### src/rtl/dmd_pkg.sv
package dmd_pkg;
    typedef enum logic [2:0] {
        ST_IDLE,
        ST_SEL,
        ST_ENA,
        ST_LOW,
        ST_HIGH,
        ST_CEUP,
        ST_LATCH
    } dmd_state_t;

    typedef enum logic [1:0] {
        SEG_CW0,
        SEG_CW1,
        SEG_DOT
    } dmd_seg_t;
endpackage

### src/rtl/dmd_halfper.sv
module dmd_halfper #(
    parameter int DIV = 2
) (
    input  logic clk,
    input  logic rst_n,
    input  logic clr,
    output logic tick
);
    localparam int CW = (DIV > 1) ? $clog2(DIV) : 1;
    localparam logic [CW-1:0] LAST = CW'(DIV - 1);

    logic [CW-1:0] cnt;

    always_ff @(posedge clk) begin
        if (!rst_n || clr) begin
            cnt <= '0;
        end else if (cnt != LAST) begin
            cnt <= cnt + 1'b1;
        end
    end

    assign tick = (cnt == LAST);
endmodule

### src/rtl/dmd_wordshift.sv
module dmd_wordshift #(
    parameter int W = 8
) (
    input  logic         clk,
    input  logic         rst_n,
    input  logic         load,
    input  logic [W-1:0] din,
    input  logic         shift,
    output logic         msb
);
    logic [W-1:0] sreg;

    always_ff @(posedge clk) begin
        if (!rst_n) begin
            sreg <= '0;
        end else if (load) begin
            sreg <= din;
        end else if (shift) begin
            sreg <= {sreg[W-2:0], 1'b0};
        end
    end

    assign msb = sreg[W-1];
endmodule

### src/rtl/dmd_bitcount.sv
module dmd_bitcount #(
    parameter int MAX_N = 160
) (
    input  logic                       clk,
    input  logic                       rst_n,
    input  logic                       clr,
    input  logic                       inc,
    input  logic [$clog2(MAX_N)-1:0]   limit,
    output logic                       last
);
    localparam int CW = $clog2(MAX_N);

    logic [CW-1:0] cnt;

    always_ff @(posedge clk) begin
        if (!rst_n || clr) begin
            cnt <= '0;
        end else if (inc) begin
            cnt <= cnt + 1'b1;
        end
    end

    assign last = (cnt == limit);
endmodule

### src/rtl/dmd_serial_seq.sv
module dmd_serial_seq
    import dmd_pkg::*;
#(
    parameter int CLK_DIV    = 2,
    parameter int WORD_BITS  = 8,
    parameter int FRAME_BITS = 160
) (
    input  logic                 clk,
    input  logic                 rst_n,
    input  logic                 start,
    input  logic [WORD_BITS-1:0] cfg0,
    input  logic [WORD_BITS-1:0] cfg1,
    input  logic                 bit_valid,
    input  logic                 bit_data,
    output logic                 bit_ready,
    output logic                 busy,
    output logic                 done,
    output logic                 rs_o,
    output logic                 ce_n_o,
    output logic                 sclk_o,
    output logic                 sdo_o
);
    localparam int CNT_W = $clog2(FRAME_BITS);
    localparam logic [CNT_W-1:0] LIM_WORD  = CNT_W'(WORD_BITS - 1);
    localparam logic [CNT_W-1:0] LIM_FRAME = CNT_W'(FRAME_BITS - 1);

    dmd_state_t state, nstate;
    dmd_seg_t   seg, nseg;

    logic                 tick;
    logic                 last_bit;
    logic                 word_msb;
    logic                 have_bit;
    logic                 dot_bit;
    logic [WORD_BITS-1:0] cfg1_q;
    logic                 step_clr;
    logic                 ws_load;
    logic                 ws_shift;
    logic                 bit_inc;
    logic [CNT_W-1:0]     bit_limit;

    // step timing
    dmd_halfper #(.DIV(CLK_DIV)) u_halfper (
        .clk   (clk),
        .rst_n (rst_n),
        .clr   (step_clr),
        .tick  (tick)
    );

    assign ws_load  = ((state == ST_IDLE) && start) ||
                      ((state == ST_LATCH) && tick && (seg == SEG_CW0));
    assign ws_shift = (state == ST_HIGH) && tick && !last_bit && (seg != SEG_DOT);

    dmd_wordshift #(.W(WORD_BITS)) u_wordshift (
        .clk   (clk),
        .rst_n (rst_n),
        .load  (ws_load),
        .din   ((state == ST_IDLE) ? cfg0 : cfg1_q),
        .shift (ws_shift),
        .msb   (word_msb)
    );

    assign bit_inc   = (state == ST_HIGH) && tick;
    assign bit_limit = (seg == SEG_DOT) ? LIM_FRAME : LIM_WORD;

    dmd_bitcount #(.MAX_N(FRAME_BITS)) u_bitcount (
        .clk   (clk),
        .rst_n (rst_n),
        .clr   (state == ST_SEL),
        .inc   (bit_inc),
        .limit (bit_limit),
        .last  (last_bit)
    );

    // next state
    always_comb begin
        nstate = state;
        nseg   = seg;
        unique case (state)
            ST_IDLE:  if (start) begin
                          nstate = ST_SEL;
                          nseg   = SEG_CW0;
                      end
            ST_SEL:   if (tick) nstate = ST_ENA;
            ST_ENA:   if (tick) nstate = ST_LOW;
            ST_LOW:   if (tick && ((seg != SEG_DOT) || have_bit)) nstate = ST_HIGH;
            ST_HIGH:  if (tick) nstate = last_bit ? ST_CEUP : ST_LOW;
            ST_CEUP:  if (tick) nstate = ST_LATCH;
            ST_LATCH: if (tick) begin
                          unique case (seg)
                              SEG_CW0: begin nstate = ST_SEL;  nseg = SEG_CW1; end
                              SEG_CW1: begin nstate = ST_SEL;  nseg = SEG_DOT; end
                              default: begin nstate = ST_IDLE; nseg = SEG_CW0; end
                          endcase
                      end
            default:  nstate = ST_IDLE;
        endcase
    end

    assign step_clr = (nstate != state);

    // state register
    always_ff @(posedge clk) begin
        if (!rst_n) begin
            state <= ST_IDLE;
            seg   <= SEG_CW0;
        end else begin
            state <= nstate;
            seg   <= nseg;
        end
    end

    // captured configuration and held dot bit
    always_ff @(posedge clk) begin
        if (!rst_n) begin
            cfg1_q   <= '0;
            have_bit <= 1'b0;
            dot_bit  <= 1'b0;
        end else begin
            if ((state == ST_IDLE) && start) cfg1_q <= cfg1;
            if ((state == ST_HIGH) && tick) begin
                have_bit <= 1'b0;
            end else if (bit_valid && bit_ready) begin
                have_bit <= 1'b1;
                dot_bit  <= bit_data;
            end
        end
    end

    // outputs
    always_comb begin
        rs_o      = 1'b0;
        ce_n_o    = 1'b1;
        sclk_o    = 1'b0;
        sdo_o     = 1'b0;
        bit_ready = 1'b0;
        busy      = (state != ST_IDLE);
        done      = 1'b0;
        unique case (state)
            ST_IDLE:  ;
            ST_SEL:   rs_o = (seg != SEG_DOT);
            ST_ENA:   begin
                          rs_o   = (seg != SEG_DOT);
                          ce_n_o = 1'b0;
                      end
            ST_LOW:   begin
                          rs_o      = (seg != SEG_DOT);
                          ce_n_o    = 1'b0;
                          sdo_o     = (seg == SEG_DOT) ? dot_bit : word_msb;
                          bit_ready = (seg == SEG_DOT) && !have_bit;
                      end
            ST_HIGH:  begin
                          rs_o   = (seg != SEG_DOT);
                          ce_n_o = 1'b0;
                          sclk_o = 1'b1;
                          sdo_o  = (seg == SEG_DOT) ? dot_bit : word_msb;
                      end
            ST_CEUP:  begin
                          rs_o   = (seg != SEG_DOT);
                          sclk_o = 1'b1;
                          sdo_o  = (seg == SEG_DOT) ? dot_bit : word_msb;
                      end
            ST_LATCH: begin
                          rs_o = (seg != SEG_DOT);
                          done = tick && (seg == SEG_DOT);
                      end
            default:  ;
        endcase
    end

    // checks
    a_r4_sdo_hold_high: assert property (@(posedge clk) disable iff (!rst_n)
        (sclk_o && $past(sclk_o)) |-> $stable(sdo_o));

    a_r3_rs_hold_ce_low: assert property (@(posedge clk) disable iff (!rst_n)
        (!ce_n_o && $past(!ce_n_o)) |-> $stable(rs_o));

    a_r5_ce_rise_clk_high: assert property (@(posedge clk) disable iff (!rst_n)
        $rose(ce_n_o) |-> sclk_o);

    a_r7_stall_clk_low: assert property (@(posedge clk) disable iff (!rst_n)
        (bit_ready && !bit_valid) |=> !sclk_o);

    a_r8_done_then_idle: assert property (@(posedge clk) disable iff (!rst_n)
        done |=> (!busy && !done));

    a_r9_busy_holds: assert property (@(posedge clk) disable iff (!rst_n)
        (busy && !done) |=> busy);
endmodule

### config.mk
export PLATFORM = sky130hd
export DESIGN_NAME = dmd_serial_seq
export DESIGN_NICKNAME = d
export VERILOG_FILES = /design/src/rtl/dmd_pkg.sv /design/src/rtl/dmd_halfper.sv /design/src/rtl/dmd_wordshift.sv /design/src/rtl/dmd_bitcount.sv /design/src/rtl/dmd_serial_seq.sv
export SDC_FILE = /design/constraint.sdc
export NUM_CORES = 1
export LEC_CHECK = 0
export ABC_CLOCK_PERIOD_IN_PS = 2130
export CAP_MARGIN = 20
export CELL_PAD_IN_SITES_DETAIL_PLACEMENT = 0
export CELL_PAD_IN_SITES_GLOBAL_PLACEMENT = 1
export CORE_MARGIN = 2
export CORE_UTILIZATION = 43
export DETAILED_ROUTE_END_ITERATION = 10
export DONT_BUFFER_PORTS = 1
export PLACE_DENSITY_LB_ADDON = 0.1
export SLEW_MARGIN = 20
export SYNTH_ARGS = -nofsm -noshare
export SYNTH_HDL_FRONTEND = slang
export SYNTH_HIERARCHICAL = 1
export SYNTH_SLANG_ARGS = --single-unit
### constraint.sdc
create_clock -name clk -period 2.13 [get_ports clk]
set_input_delay 0.213 -clock clk [delete_from_list [all_inputs] [get_ports clk]]
set_output_delay 0.213 -clock clk [all_outputs]
set_load 0.05 [all_outputs]
==> results.yml <==
global_route:
  grt_first_pass_wirelength_um: 6730
  met1_usage_pct: 21.3
  grt_overflow: 0
  grt_pass1_vias: 1485
  grt_usage_pct: 17.0
  top_usage_layer: "met2"
  antenna_found_initial: 0
  use_met3_pct: 4.99
  met2_usage_pct: 28.5
  grt_max_degree: 21
synthesis:
  yosysTopAreaCell: "dfxtp_1"
  synth_fa_ha_area_share_pct: 0.654
  synth_top_family_by_area: "simple AND/OR/NAND/NOR gates"
  synthTopCellsByArea: "dfxtp_1, mux2_4, nand2_1, o211a_1, mux2_2"
  synth_edf_count: 0
  synth-xor-area-share_pct: 5.49
  postSynthCellCount: 210
  syn_area_um2: 1910
  synthArstFlopShare_pct: 0
  synth-simple-area-share_pct: 26.2
  yosysSeqAreaShare_pct: 33.5
  ys_seq_elements: 32
  ys.flop_type: "dfxtp_1"
  yosysUniqueCellTypes: 54
  yosys_warnings: 6
  synth_top_cell_area_share_pct: 33.5
  avgSynthCellArea_um2: 9.11
  synth.area.mux_share_pct: 12.4
  synth_compound_area_share_pct: 15.6
timing:
  fin_crit_sh_pct: 90.0
  final_hold_viol_count: 0
  min_period_ns: 1.92
  fin_setup_tns_ns: 0
  slew_viol_final: 0
  fin_worst_skew_ns: 0.00651
  rsz0062_at_grt: "false"
  fmax_mhz: 522
  setup_ws_ns: 0.213
  setup_viol: 0
cts:
  worst_skew_pair.late_latency_ns: 0.28
  clockBufferDepth: 2
  cts.clk_slew.worst_paths_ns: 0.07
  cts_inserted_buffers: 5
  post-cts-setup-buffers: 0
  htree_levels: 2
  ctsHoldBuffers: 0
  cts_root_buf: "clkbuf_8"
  tritoncts: "done"
  cts.sinks: 32
power:
  pwr-share-comb_pct: 44.4
  peakVddDrop_mv: 0.520
  seqPwrFrac_pct: 35.0
  swShare_pct: 37.4
  fin_total_pwr_w: 0.00212
  p_sw_w: 0.000793
  clockPowerShare_pct: 20.6
  leakagePower_nw: 0.923
  pwr_density_cell_nw_per_um2: 1010
  p_int_w: 0.00133
die:
  dieArea_um2: 5000
  die_w_um: 70.7
  rows: 24
  die_y_um: 70.7
  io_pins: 28
  initial_core_util_pct: 44.2
  core_area_um2: 4320
worst_setup_path:
  crit_fanout: 8
  cp_slowest_cell: "dfxtp_1"
  r2r-start: "seg[0]$_SDFFE_PN0P_"
  path_cells: "nor2b_2 > xnor2_1 > nand4_1 > nor2_1 > nor3_1 > buf_4 > mux2_4 > o211a_1"
  endpoint_kind: "register"
  slowest_delay_ns: 0.36
  crit_end: "u_wordshift/sreg[7]$_SDFFE_PN0P_"
  r2r_setup_slack_ns: 0.21
  timing.rr.end: "u_wordshift/sreg[7]$_SDFFE_PN0P_"
  crit_required_ns: 2.30
  path_class: "reg2reg"
  rr_worst_depth: 8
  critPathLaunchType: "register"
  arrival_ns: 2.09
  crit_start: "seg[0]$_SDFFE_PN0P_"
placement:
  dpl_worst_slack_ns: 0.123
  portBuffers: 0
  hpwlAfterDp_um: 2990
  dp.cells: 266
  dpl_cell_area_um2: 2020
  gp_congestion: 0.779
layout:
  antenna-diode-count: 0
  fin_nets: 243
  fin_area_um2: 2100
  drive_gt1_share_pct: 20.4
  fill_cells: 438
  area_growth_pct: 9.61
  fin_cells: 273
route:
  wl_per_cell_um: 14.8
  wirelength_um: 4030
  post_drt_via_cell_ratio: 5.56
  drc: 0
  firstDrtPassIters: 4
  dr_total_vias: 1519
  drt_iter0_markers: 64
  drtAntennaViolNets: 0
run_status:
  outcome: "complete, no violations"
run:
  drv_cap: 0
min_path:
  hp-class: "in2reg"
-- final cells by class --
class / instances / area (um2) / area share [%]
clock buffer: 6 / 72.6 / 3.46
clock inverter: 1 / 5.00 / 0.239
inverter: 5 / 18.8 / 0.895
sequential: 32 / 641 / 30.5
multi-input combinational: 161 / 1170 / 56.0
tap: 52 / 65.1 / 3.10
timing repair buffer: 16 / 120 / 5.73
-- layout by cell type (no fill, tap or decap), drive strengths merged, types with 7 or more instances in the layout --
cell    instances
nor2b           7
o211a           8
xnor2           9
nor2            9
a21oi          14
mux2           16
nand2          28
dfxtp          32
buf            16
nand2b          9
-- critical path, delay by kind of cell (launching register included) --
| kind | cells | cell delay, ns |
|---|---|---|
| AO/OA/AOI/OAI | 1 | 0.21 |
| XOR/XNOR | 1 | 0.10 |
| buffers and inverters | 1 | 0.23 |
| flip-flops | 1 | 0.36 |
| multiplexers | 1 | 0.31 |
| AND/OR/NAND/NOR | 4 | 0.61 |
-- power by group through the flow --
stage	clock network [W]	registers, W	logic (W)
CTS	0.000460	0.000741	0.000946
global placement	0	0.000754	0.000934
detailed placement	0	0.000755	0.000947
finish	0.000436	0.000742	0.000942
floorplan	0	0.000737	0.000796
global route	0.000479	0.000754	0.00102
-- synth_stat cells (all sizes together), types with 2 or more instances --
cell / count
mux2: 16
o211a: 8
and3: 3
xnor2: 9
nor2b: 7
o21ai: 6
nand2b: 9
nand3: 3
conb: 2
nor3b: 3
mux2i: 3
nor2: 9
inv: 4
nor3: 5
or3: 3
a21oi: 14
or3b: 2
buf: 10
xor2: 3
dfxtp: 32
clkbuf: 5
nand4: 6
nand2: 28
-- metrics by stage --
step                hold slack, ns  utilization [%]
detailed placement           0.339             46.6
global route                0.0502             48.5
CTS                         0.0426             48.4
finish                      0.0549             48.5
floorplan                    0.345                -
global placement             0.338             46.6
-- kinds of logic after synthesis --
family | Yosys count
xor gates and xnor gates | 12
AOI/OAI and AO/OA | 41
DFF | 32
other | 2
and+or+nand+nor | 83
buffers and inverters | 20
adders and majority gates | 1
muxes | 19
-- metal layers --
| metal | up-vias | share of wire, % | routed length, um |
|---|---|---|---|
| li1 | 761 | - | - |
| met1 | 713 | 47 | 1900 |
| met2 | 39 | 46 | 1860 |
| met3 | 6 | 5.6 | 224 |
| met4 | 0 | 1.0 | 41 |
| met5 | - | 0 | 0 |
-- worst min-delay path by stage --
stage | slack [ns] | endpoint | cells after the start | startpoint
finish | 0.05 | seg[0]$_SDFFE_PN0P_ | 1 | rst_n
global placement | 0.34 | seg[0]$_SDFFE_PN0P_ | 1 | rst_n
global route | 0.05 | u_wordshift/sreg[2]$_SDFFE_PN0P_ | 1 | rst_n
CTS | 0.04 | seg[0]$_SDFFE_PN0P_ | 1 | rst_n
detailed placement | 0.34 | seg[0]$_SDFFE_PN0P_ | 1 | rst_n
floorplan | 0.35 | u_halfper/tick$_SDFF_PP0_ | 1 | rst_n
-- registers in the layout, indices dropped and copies added, names as in the netlist --
name / count
seg: 2
u_wordshift/sreg: 8
cfg1_q: 8
dot_bit: 1
u_bitcount/cnt: 8
state: 3
u_halfper/tick: 1
have_bit: 1
-- timing repair --
action,CTS,global route
endpoints found under the hold margin,0,0
setup endpoints to repair,0,7
resized for setup,0,1
Power figures use the tool's default switching activity.
